### src/rtl/irq_pkg.sv
// Package irq_pkg
// Shared widths and codes for the autovectored interrupt controller.
// Assumes a three-line encoded priority bus and three function-code bits.
package irq_pkg;
    localparam int IPL_W      = 3;
    localparam int FC_W       = 3;
    localparam int AUTO_BASE  = 24;
    localparam logic [FC_W-1:0] FC_IACK = 3'b111;
endpackage

### src/rtl/irq_pend_latch.sv
// Module irq_pend_latch
// Holds the pending converter request. It sets on a rising edge of the
// completion input and clears on a rising edge of the data-read strobe.
// When both edges meet, set wins. Assumes synchronous inputs.
module irq_pend_latch (
    input  logic clk,
    input  logic rst_n,
    input  logic eoc,
    input  logic rd_data,
    output logic pend
);
    logic eoc_d;
    logic rd_d;
    logic eoc_rise;
    logic rd_rise;

    // Edge detection on both event inputs
    assign eoc_rise = eoc & ~eoc_d;
    assign rd_rise  = rd_data & ~rd_d;

    // Delay registers for edge detection
    always_ff @(posedge clk) begin
        if (!rst_n) begin
            eoc_d <= 1'b0;
            rd_d  <= 1'b0;
        end else begin
            eoc_d <= eoc;
            rd_d  <= rd_data;
        end
    end

    // Pending flag: completion has priority over the clear
    always_ff @(posedge clk) begin
        if (!rst_n)
            pend <= 1'b0;
        else if (eoc_rise)
            pend <= 1'b1;
        else if (rd_rise)
            pend <= 1'b0;
    end

    p_set_r2: assert property (@(posedge clk) disable iff (!rst_n)
        eoc_rise |=> pend);
    p_hold_r3: assert property (@(posedge clk) disable iff (!rst_n)
        (pend && !rd_rise) |=> pend);
    p_clear_r6: assert property (@(posedge clk) disable iff (!rst_n)
        (rd_rise && !eoc_rise) |=> !pend);
    p_coincide_r7: assert property (@(posedge clk) disable iff (!rst_n)
        (rd_rise && eoc_rise) |=> pend);
    p_noretrig_r8: assert property (@(posedge clk) disable iff (!rst_n)
        (!pend && eoc && eoc_d) |=> !pend);
endmodule

### src/rtl/irq_level_enc.sv
// Module irq_level_enc
// Drives the active-low priority lines with the fixed level while a request
// is pending, and all ones otherwise. Assumes LEVEL is between 1 and 7.
module irq_level_enc
    import irq_pkg::*;
#(
    parameter int LEVEL = 4
) (
    input  logic             pend,
    output logic [IPL_W-1:0] ipl_n
);
    localparam logic [IPL_W-1:0] LVL = IPL_W'(LEVEL);

    // One line per priority bit; a set level bit pulls its line low
    for (genvar gi = 0; gi < IPL_W; gi++) begin : g_line
        assign ipl_n[gi] = pend ? ~LVL[gi] : 1'b1;
    end
endmodule

### src/rtl/irq_iack_resp.sv
// Module irq_iack_resp
// Spots an acknowledge cycle for the block's level. Through a registered
// output it asserts the valid-peripheral-address response until the strobe
// negates. Other levels and ordinary bus cycles get no response.
module irq_iack_resp
    import irq_pkg::*;
#(
    parameter int LEVEL = 4
) (
    input  logic            clk,
    input  logic            rst_n,
    input  logic            as_n,
    input  logic [FC_W-1:0] fc,
    input  logic [2:0]      addr_lo,
    output logic            vpa_n
);
    localparam logic [2:0] LVL_ADDR = 3'(LEVEL);

    logic hit;

    // Acknowledge match for this level
    assign hit = !as_n && (fc == FC_IACK) && (addr_lo == LVL_ADDR);

    // Registered response, released when the strobe is sampled high
    always_ff @(posedge clk) begin
        if (!rst_n)
            vpa_n <= 1'b1;
        else
            vpa_n <= ~hit;
    end

    p_release_r4: assert property (@(posedge clk) disable iff (!rst_n)
        as_n |=> vpa_n);
    p_other_r5: assert property (@(posedge clk) disable iff (!rst_n)
        ((fc != FC_IACK) || (addr_lo != LVL_ADDR)) |=> vpa_n);
endmodule

### src/rtl/irq_autovec_ctrl.sv
// Module irq_autovec_ctrl
// Top level of the converter interrupt path. It latches completion, drives
// the fixed priority, and answers the matching acknowledge with an
// autovector response. The vector is AUTO_BASE + LEVEL, so 28 at level 4.
// Assumes all inputs are synchronous to clk.
module irq_autovec_ctrl
    import irq_pkg::*;
#(
    parameter int LEVEL = 4
) (
    input  logic             clk,
    input  logic             rst_n,
    input  logic             eoc,
    input  logic             as_n,
    input  logic [FC_W-1:0]  fc,
    input  logic [2:0]       addr_lo,
    input  logic             rd_data,
    output logic [IPL_W-1:0] ipl_n,
    output logic             vpa_n
);
    localparam int VECTOR = AUTO_BASE + LEVEL;
    localparam logic [IPL_W-1:0] IPL_ON = ~IPL_W'(LEVEL);

    logic pend;

    irq_pend_latch u_pend (
        .clk     (clk),
        .rst_n   (rst_n),
        .eoc     (eoc),
        .rd_data (rd_data),
        .pend    (pend)
    );

    irq_level_enc #(.LEVEL(LEVEL)) u_enc (
        .pend  (pend),
        .ipl_n (ipl_n)
    );

    irq_iack_resp #(.LEVEL(LEVEL)) u_iack (
        .clk     (clk),
        .rst_n   (rst_n),
        .as_n    (as_n),
        .fc      (fc),
        .addr_lo (addr_lo),
        .vpa_n   (vpa_n)
    );

    initial begin
        assert (LEVEL >= 1 && LEVEL <= 7 && VECTOR == AUTO_BASE + LEVEL);
    end

    p_reset_r1: assert property (@(posedge clk)
        !rst_n |=> (ipl_n == '1 && vpa_n));
    p_lines_r2: assert property (@(posedge clk) disable iff (!rst_n)
        ipl_n == (pend ? IPL_ON : '1));
endmodule

### config.mk
export PLATFORM = sky130hd
export DESIGN_NAME = irq_autovec_ctrl
export DESIGN_NICKNAME = d
export VERILOG_FILES = /design/src/rtl/irq_pkg.sv /design/src/rtl/irq_pend_latch.sv /design/src/rtl/irq_level_enc.sv /design/src/rtl/irq_iack_resp.sv /design/src/rtl/irq_autovec_ctrl.sv
export SDC_FILE = /design/constraint.sdc
export NUM_CORES = 1
export LEC_CHECK = 0
export BUFFER_PORTS_ARGS = -buffer_cell sky130_fd_sc_hd__buf_2
export CAP_MARGIN = 25
export CORE_AREA = 2 2 39 41
export CTS_BUF_LIST = sky130_fd_sc_hd__clkbuf_4 sky130_fd_sc_hd__clkbuf_8
export DETAILED_ROUTE_END_ITERATION = 12
export DIE_AREA = 0 0 41 43
export PLACE_DENSITY = 0.37
export SLEW_MARGIN = 0
export SYNTH_ARGS = -nofsm -noshare
export SYNTH_HDL_FRONTEND = slang
export SYNTH_SLANG_ARGS = --single-unit
### constraint.sdc
create_clock -name clk -period 0.8 [get_ports clk]
set_clock_uncertainty 0.1 [all_clocks]
set_input_delay 0.16 -clock clk [delete_from_list [all_inputs] [get_ports clk]]
set_output_delay 0.16 -clock clk [all_outputs]
set_load 0.02 [all_outputs]
==> out/qor.txt <==
run status: finished, violations left
failing checks: negative setup slack
setup slack after layout: -0.1607 ns
1st-iter DRT viols: 0
post-route non-filler standard cell count: 47
number of iterations in the first detailed-routing pass: 1
PortBufs: 12
kind of end point of the critical path: primary output
global-route usage over all layers: 3.704%
routability congestion estimate from global placement: 0.5213
effective utilization at floorplan: 11.03%
maximum fanout along the worst path: 2
CTS buffer count: 3
Hold Path Cell Cnt: 2
average detailed-routed wire length per instance: 6.191 µm
Final TNS setup: -0.2728 ns
clock slew seen by the registers of the worst setup and hold paths: 0.04 ns
proportion of layout cells with a drive suffix above 1: 58.06%
initial antenna violation count: 0
Max Buffers Root-to-Sink: 2
most used standard cell by instance count after synthesis: sky130_fd_sc_hd__dfxtp_1
total I/O pin count: 15
placement row count: 14
via count of the first global-routing pass: 135
Max-cap violations: 0
Seq/Total Area, Yosys: 52.46%
Worst Hold Class: primary input to flip-flop
post-detailed-route DRC marker count: 0
filler instances: 162
wire length of the first global-routing pass: 393 µm
die outline area: 0.001763 mm²
max frequency: 1041 MHz
Critical Path AT: 0.70 ns
count of antenna diodes in the layout: 0
x dimension of the die: 41 µm
CTS root buffer: sky130_fd_sc_hd__clkbuf_4
Post-synth EDFFs: 0
Via Count: 153
total wirelength of the detailed-routed design: 291 µm
final critical-path share of the clock period: 120.1%
number of placed cells counting well taps: 44
number of distinct library cells after synthesis: 11
type of the worst setup path: flip-flop to primary output
worst voltage drop across the vdd grid: 0.2945 mV
H-Tree Level Count: 1
Die Ht: 43 µm
clock tree from TritonCTS: yes
core footprint: 0.001384 mm²
cell taking the most area after synthesis: sky130_fd_sc_hd__dfxtp_1
clock latency at the later pin of the worst-skew pair: 0.23 ns
total count of max-transition violations in the final report: 0
reported leakage power: 0.1326 nW
Yosys reg bits: 4
leading post-synthesis cells by instance count: 4 x sky130_fd_sc_hd__dfxtp_1, 2 x sky130_fd_sc_hd__buf_4, 2 x sky130_fd_sc_hd__inv_1, 2 x sky130_fd_sc_hd__nand2_1
worst r2r path cells: 2
per-cell via count in the routed design: 3.255
share of flip-flops with an asynchronous set or reset after synthesis: 0%
Mapped Avg Cell Area: 8.979 µm²
sum of overflow across all layers after global routing: 0
total power divided by cell area: 2010 mW/mm²
proportion of netlist area held by the largest area contributor: 52.46%
post-detailed-route count of antenna-violating nets: 0
most used flip-flop cell after synthesis: sky130_fd_sc_hd__dfxtp_1
Required @ worst endpoint: 0.54 ns
cells after synthesis: 17
number of setup buffers added after CTS: 0
Area growth syn-to-layout: 69.67%
synth top area cells: sky130_fd_sc_hd__dfxtp_1 52%, sky130_fd_sc_hd__buf_4 9.8%, sky130_fd_sc_hd__and4b_1 6.6%
maximum number of pins on one net before global-route repair: 5
RSZ-0062 raised after global routing: yes
Finish-stage setup viols: 2
Mapped Area: 152.6 µm²
critical path launch point type: flip-flop
fin crit period: 0.9607 ns
half-perimeter wire length of the detailed placement result: 253.6 µm
Yosys warning total: 0
# nets final: 44
CTS Sinks: 4
Hold Violations, Final: 0
-- stage by stage --
stage          power [W]  cell area [µm²]  worst slack [ns]  hold WS [ns]  utilization (%)
3_5_place_dp   0.0002743            221.5          -0.01844        0.2472            16.00
4_1_cts        0.0005386            259.0           -0.1779      0.005483            18.72
3_3_place_gp   0.0002741            221.5          -0.02751        0.2438            16.00
6_report       0.0005206            259.0           -0.1607       0.01510            18.72
5_1_grt        0.0005587            259.0           -0.2009      0.009326            18.72
2_1_floorplan  0.0002509            156.4            0.1157        0.1339                -
-- metal layers --
layer	GRT usage [%]	part of all wire (%)
met2	5.625	47
met5	0	0
met3	1.571	20
met4	6.000	0
met1	2.229	34
-- repair_timing --
item | CTS | global route
pin swaps | 0 | 0
setup endpoints to repair | 2 | 2
gates resized for setup | 7 | 0
hold buffers | 0 | 0
-- critical path, stage by stage, from the launching register on --
cell and delay [ns]:
sky130_fd_sc_hd__dfxtp_2 0.32, sky130_fd_sc_hd__inv_2 0.03, sky130_fd_sc_hd__buf_6 0.12
-- kinds of logic after synthesis --
| kind of cell | share of synthesized area, % |
|---|---|
| simple gates | 26.24 |
| flops | 52.46 |
| compound gates | 4.101 |
| other cells | 2.457 |
| buf+inv | 14.75 |
-- where the power goes --
| part | internal (W) | leakage (nW) | switching, W | total (W) |
|---|---|---|---|---|
| Clock | 0.000167 | 0.0138 | 0.0000751 | 0.000242 |
| Combinational | 0.0000334 | 0.0859 | 0.0000297 | 0.0000630 |
| Sequential | 0.000211 | 0.0329 | 0.00000379 | 0.000215 |
-- cells in the final DEF, fill, tap and decap left out, drive strengths merged, types with 2 or more instances in the layout --
cell type   n
conb        2
dfxtp       4
nand2       2
buf        12
inv         2
clkbuf      3
-- worst paths after layout --
kind	from	endpoint	slack, ns
hold / removal	addr_lo[2]	u_iack.vpa_n$_SDFF_PN1_	0.02
hold reg to reg	u_pend.eoc_d$_SDFF_PN0_	u_pend.pend$_SDFFE_PN0P_	0.31
setup / recovery	u_pend.pend$_SDFFE_PN0P_	ipl_n[2]	-0.16
setup reg to reg	u_pend.rd_d$_SDFF_PN0_	u_pend.pend$_SDFFE_PN0P_	0.13
-- state kept, by name (all words and copies together), names as in the netlist --
register	cells
u_pend.pend	1
u_iack.vpa_n	1
u_pend.eoc_d	1
u_pend.rd_d	1
-- area by class of cell --
cell class                      instances  area (µm²)  share of cell area [%]
Clock buffer                            3       22.52                   8.696
Sequential cell                         4       82.58                   31.88
Inverter                                2       7.507                   2.899
Timing Repair Buffer                   12       72.57                   28.02
Tap cell                               16       20.02                   7.729
Multi-Input combinational cell         10       53.80                   20.77
No activity file was read; power rests on OpenSTA's default activity.
